===== config.mk =====
export PLATFORM = sky130hd
export DESIGN_NAME = addr_off_adder
export DESIGN_NICKNAME = d
export VERILOG_FILES = /design/src/rtl/addr_off_adder.sv
export SDC_FILE = /design/constraint.sdc
export NUM_CORES = 1
export LEC_CHECK = 0
export ABC_CLOCK_PERIOD_IN_PS = 4400
export BUFFER_PORTS_ARGS = -buffer_cell sky130_fd_sc_hd__buf_2
export CORE_AREA = 2 2 39 41
export DETAILED_ROUTE_END_ITERATION = 8
export DIE_AREA = 0 0 41 43
export GPL_ROUTABILITY_DRIVEN = 0
export PLACE_DENSITY = 0.66
export SETUP_SLACK_MARGIN = 0.05
export SYNTH_ARGS = -nofsm -noshare
export SYNTH_HDL_FRONTEND = slang
export SYNTH_SLANG_ARGS = --single-unit

===== constraint.sdc =====
create_clock -name vclk -period 4.4
set_input_delay 0.88 -clock vclk [all_inputs]
set_output_delay 0.88 -clock vclk [all_outputs]
set_load 0.01 [all_outputs]

===== src/rtl/addr_off_adder.sv =====
module addr_ha_cell (
  input  logic a,
  input  logic b,
  output logic s,
  output logic co
);
  assign s  = a ^ b;
  assign co = a & b;
endmodule

module addr_fa_cell (
  input  logic a,
  input  logic b,
  input  logic ci,
  output logic s,
  output logic co
);
  assign s  = a ^ b ^ ci;
  assign co = (a & b) | (b & ci) | (a & ci);
endmodule

module addr_off_adder #(
  parameter int AW = 5,
  parameter int OW = 2
) (
  input  logic [AW-1:0] rel_t,
  input  logic [AW-1:0] rel_c,
  input  logic [OW-1:0] off_t,
  input  logic [OW-1:0] off_c,
  output logic [AW-1:0] eff_t,
  output logic [AW-1:0] eff_c,
  output logic          rail_err
);
  localparam int XW = AW - OW;

  logic [AW-1:0] opnd_t, opnd_c;
  logic [AW-1:0] sum_t, sum_c;
  logic [AW:0]   cy_t, cy_c;

  assign opnd_t = {{XW{off_t[OW-1]}}, off_t};
  assign opnd_c = {{XW{off_c[OW-1]}}, off_c};

  assign cy_t[0] = 1'b0;
  assign cy_c[0] = 1'b1;

  genvar i;
  generate
    for (i = 0; i < AW; i++) begin : g_bit
      if (i == 0) begin : g_lo
        addr_ha_cell u_ha_t (.a(rel_t[i]), .b(opnd_t[i]), .s(sum_t[i]), .co(cy_t[i+1]));
      end else begin : g_hi
        addr_fa_cell u_fa_t (.a(rel_t[i]), .b(opnd_t[i]), .ci(cy_t[i]), .s(sum_t[i]), .co(cy_t[i+1]));
      end
      addr_fa_cell u_fa_c (.a(rel_c[i]), .b(opnd_c[i]), .ci(cy_c[i]), .s(sum_c[i]), .co(cy_c[i+1]));
    end
  endgenerate

  assign rail_err = |(rel_t ~^ rel_c) | |(off_t ~^ off_c);
  assign eff_t    = sum_t;
  assign eff_c    = rail_err ? ~sum_t : sum_c;
endmodule


Word level (Yosys, flattened, before mapping)
Index checks and enable logic that the tools add are counted.
{"block": "word_totals", "word_cells": 60, "regBits": 0, "out_inout_bits": 11, "in_bits": 14}
{"block": "classes", "bitwise": 57, "n_reduce_logical": 2, "mux": 1}
{"operator": "$and 1x1->1", "count": 20}
{"operator": "$xor 1x1->1", "count": 18}
{"operator": "$or 1x1->1", "count": 15}
{"operator": "$mux 5", "count": 1}
{"operator": "$not 5->5", "count": 1}
{"operator": "$reduce_or 5->1", "count": 1}
{"operator": "$xnor 5x5->5", "count": 1}
{"operator": "$reduce_or 2->1", "count": 1}
{"operator": "$xnor 2x2->2", "count": 1}
{"operator": "$not 1->1", "count": 1}

Longest topological paths before layout
{"block": "depth", "depth_word": 14, "ltp_mapped": 8, "mapped_depth_nobuf": 8}

Hierarchy
A second synthesis with hierarchy kept.
{"block": "unflattened", "cells_unflattened": 31, "area_unflattened_um2": 357.8}
{"mod": "addr_fa_cell", "cells_per_inst": 1, "seq_area_each_um2": 0.0, "area_per_inst_um2": 20.0, "n_inst": 9}
{"mod": "addr_off_adder", "cells_per_inst": 21, "seq_area_each_um2": 0.0, "area_per_inst_um2": 165.2, "n_inst": 1}
{"mod": "addr_ha_cell", "cells_per_inst": 1, "seq_area_each_um2": 0.0, "area_per_inst_um2": 12.5, "n_inst": 1}

Worst setup path before layout
No wires, ideal clock.
{"block": "synth_timing", "path_type": "input port to output port", "start": "input port rel_t[0]", "end": "output port eff_c[4]", "required_ps": 3520, "t_arrival_ps": 2663, "path_stages": 8, "setup_slack_ps": 857, "n_path_buf": 0, "cell_sequence": "ha_1 inv_1 fa_1 fa_1 fa_1 xnor2_1 xnor2_1 mux2i_1"}
{"block": "synth_between", "elab_chain_len": 13, "elab_cells_between_ends": 19, "classes_between": "mux: 1; bitwise: 17; reduce/logical: 1"}
{"item": "start: declaration", "line": "26", "rtl": "input logic [AW-1:0] rel_t,"}
{"item": "$and 1x1->1 (*)", "line": "8", "rtl": "assign co = a & b;"}
{"item": "$and 1x1->1", "line": "19", "rtl": "assign co = (a & b) | (b & ci) | (a & ci);"}
{"item": "$or 1x1->1", "line": "19"}
{"item": "$or 1x1->1 (*)", "line": "19"}
{"item": "$and 1x1->1", "line": "19"}
{"item": "$or 1x1->1", "line": "19"}
{"item": "$or 1x1->1 (*)", "line": "19"}
{"item": "$and 1x1->1", "line": "19"}
{"item": "$or 1x1->1", "line": "19"}
{"item": "$or 1x1->1 (*)", "line": "19"}
{"item": "$xor 1x1->1 (*)", "line": "18", "rtl": "assign s = a ^ b ^ ci;"}
{"item": "via g_bit[4].g_hi.u_fa_t.s", "line": "15", "rtl": "output logic s,"}
{"item": "$not 5->5 (*)", "line": "60", "rtl": "assign eff_c = rail_err ? ~sum_t : sum_c;"}
{"item": "$mux 5 (*)", "line": "60"}
{"item": "end: declaration", "line": "31", "rtl": "output logic [AW-1:0] eff_c,"}
Mark *: on every way through the listed nets, which the timed path passes. The rest lies on a longest branch.

Final worst setup path
{"block": "layout_timing", "start": "input port rel_t[0]", "end": "output port eff_c[4]"}
{"block": "layout_between", "elab_chain_len": 13, "elab_cells_between_ends": 19, "classes_between": "mux: 1; bitwise: 17; reduce/logical: 1"}
{"item": "$and 1x1->1", "line": "8"}
{"item": "$and 1x1->1", "line": "19"}
{"item": "$or 1x1->1 (2 in series)", "line": "19"}
{"item": "$and 1x1->1", "line": "19"}
{"item": "$or 1x1->1 (2 in series)", "line": "19"}
{"item": "$and 1x1->1", "line": "19"}
{"item": "$or 1x1->1 (2 in series)", "line": "19"}
{"item": "$xor 1x1->1", "line": "18"}
{"item": "$not 5->5", "line": "60"}
{"item": "$mux 5 (*)", "line": "60"}
Mark *: on every way between the ends. The rest lies on a longest branch, timed or not.

==> results.md <==
- Class of the tightest hold or removal check: input pin to output pin
- Power Dens Cells: 139.2 mW/mm2
- Switching Fraction: 52.09%
- Most frequent CP cell: fa_1
- Die height: 43 um
- Post-synth top cells: 12 x inv_1, 6 x fa_1, 6 x xnor2_1, 5 x buf_4, 5 x xor2_1
- Slew of the pin with the lowest slew margin: 0.4710 ns
- Initial antenna violation count: 0
- Max Clk Rate: 265.9 MHz
- Top-level I/O count: 25
- Post-cts repair resize count: 0
- N_diodes: 0
- Clk network pwr share: 0%
- Port buffer count: 25
- Worst Path Max Fanout: 2
- Slew Viols, Final: 0
- Routed Antenna Nets: 0
- Worst-path cell chain: buf_2 > ha_1 > inv_1 > fa_1 > fa_1 > fa_1 > xnor2_1 > xnor2_1 > mux2i_1 > buf_2
- Starting DRT DRC Count: 4
- Worst path max stage delay: 0.39 ns
- Final #Nets: 87
- Post-synth top area share: 29.63%
- Postcts setup bufs: 0
- Crit path buffers/inverters: 3
- Delay-heaviest family, CP: adder cells
- Seq cells: 0
- Worst Setup End Kind: output pin
- DP Wirelength: 749.9 um
- Fin Setup TNS: 0 ns
- P_sw: 0.03721 mW
- Worst setup SP type: input pin
- Post-Syn Nets: 65
- Leak Pwr: 0.2585 nW
- Final hold vios: 0
- Setup-failing EPs final: 0
- Cells after Synth: 43
- Die W: 41 um
- Cell area after synthesis: 405.4 um2
- Vias/cell: 4.241
- Grt ovf: 0
- Largest net degree at the start of global routing: 7
- YS warnings: 0
- Row cnt: 14
- Hold_buf cts: 0
- CP Class: input pin to output pin
- Worst path slowest cell: fa_1
- Worst vdd ir: 42.27 uV
- Register area: 0 um2
- Arrival @ worst endpoint: 2.88 ns
- First-pass GRT wire length: 1242 um
- Sequential power share: 0%
- Int Pwr: 0.03422 mW
- Area contributors post-synth: fa_1 30%, xnor2_1 13%, inv_1 11%
- Count leader, synth: inv_1
- Rel. slew slack: 68.36%
- Avg WL per Cell: 10.00 um
- Max Cap Viol: 0
- Via count: 335
- Worst EP required: 3.52 ns
- Tmin final: 3.761 ns
- Core area: 0.001384 mm2
- Area grow syn2layout: 26.54%
- Initial Util: 29.29%
- Clock Buffer Count: 0
- Area leader, netlist: fa_1
- Share of cells above drive strength 1: 46.03%
- Combinational share of power: 100.0%
- Pre-antenna DRT Iters: 3
- DRC: 0
- WL final: 790 um
- Overall Power: 0.07143 mW
- Mean Syn Cell Area: 9.428 um2
- RSZ-0062 raised after global routing: no
- Number of global-route vias before repair: 312
- Status: complete, no violations
- Yosys cell types: 10
- All-layer global routing usage: 9.909%
- Sequential area share after synthesis: 0%
- Die area: 0.001763 mm2
- Final worst path period share: 85.47%
==> per-layer routing <==
metal	share of wire, %	global-route usage (%)
met5	0	0
met4	0	0.6667
met3	7.7	1.571
met2	54	18.44
met1	38	11.51
==> area by class of cell <==
type	instances	area [um2]
Tap cell	16	20.02
Timing Repair Buffer	25	125.1
Inverter	12	45.04
Multi-Input combinational cell	26	322.8
Fill cell	140	870.8
==> metrics by stage <==
step                      instance area [um2]  utilization [%]  hold slack [ns]  worst slack (ns)  cells
after global routing                    513.0            37.07            2.157            0.4813     79
final                                   513.0            37.07            2.126            0.6394     79
after detailed placement                513.0            37.07            2.130            0.6190     79
after global placement                  513.0            37.07            2.116            0.6401     79
after CTS                               513.0            37.07            2.130            0.6196     79
after floorplan                         405.4                -            1.972            0.8565     43
==> final timing paths <==
path / startpoint / to / slack [ns] / cells past startpoint
max: rel_t[0] / eff_c[4] / 0.64 / 10
min: off_t[0] / eff_t[0] / 2.13 / 3
==> cells in the final DEF (no fill, tap or decap) <==
master,count
buf_2,25
inv_1,12
xnor2_1,6
fa_1,6
xor2_1,5
mux2_2,3
mux2i_1,2
ha_1,2
nand4_1,1
nor4_4,1
==> worst min-delay path, cell delays in order <==
cell and delay [ns]:
buf_2 0.10, ha_1 0.14, buf_2 0.13
==> power groups by stage <==
stage	Combinational, mW	Sequential (mW)	Clock, mW
4_1_cts	0.0735	0	0
5_1_grt	0.0805	0	0
6_report	0.0714	0	0
2_1_floorplan	0.0531	0	0
3_3_place_gp	0.0715	0	0
3_5_place_dp	0.0732	0	0
==> cell families after synthesis <==
kind of cell | synth area share [%]
XOR/XNOR | 23.76
adder cells (fa/ha/maj) | 35.80
buffers and inverters | 20.37
multiplexers | 13.27
AND/OR/NAND/NOR | 6.791
No activity file was read; power rests on OpenSTA's default activity.
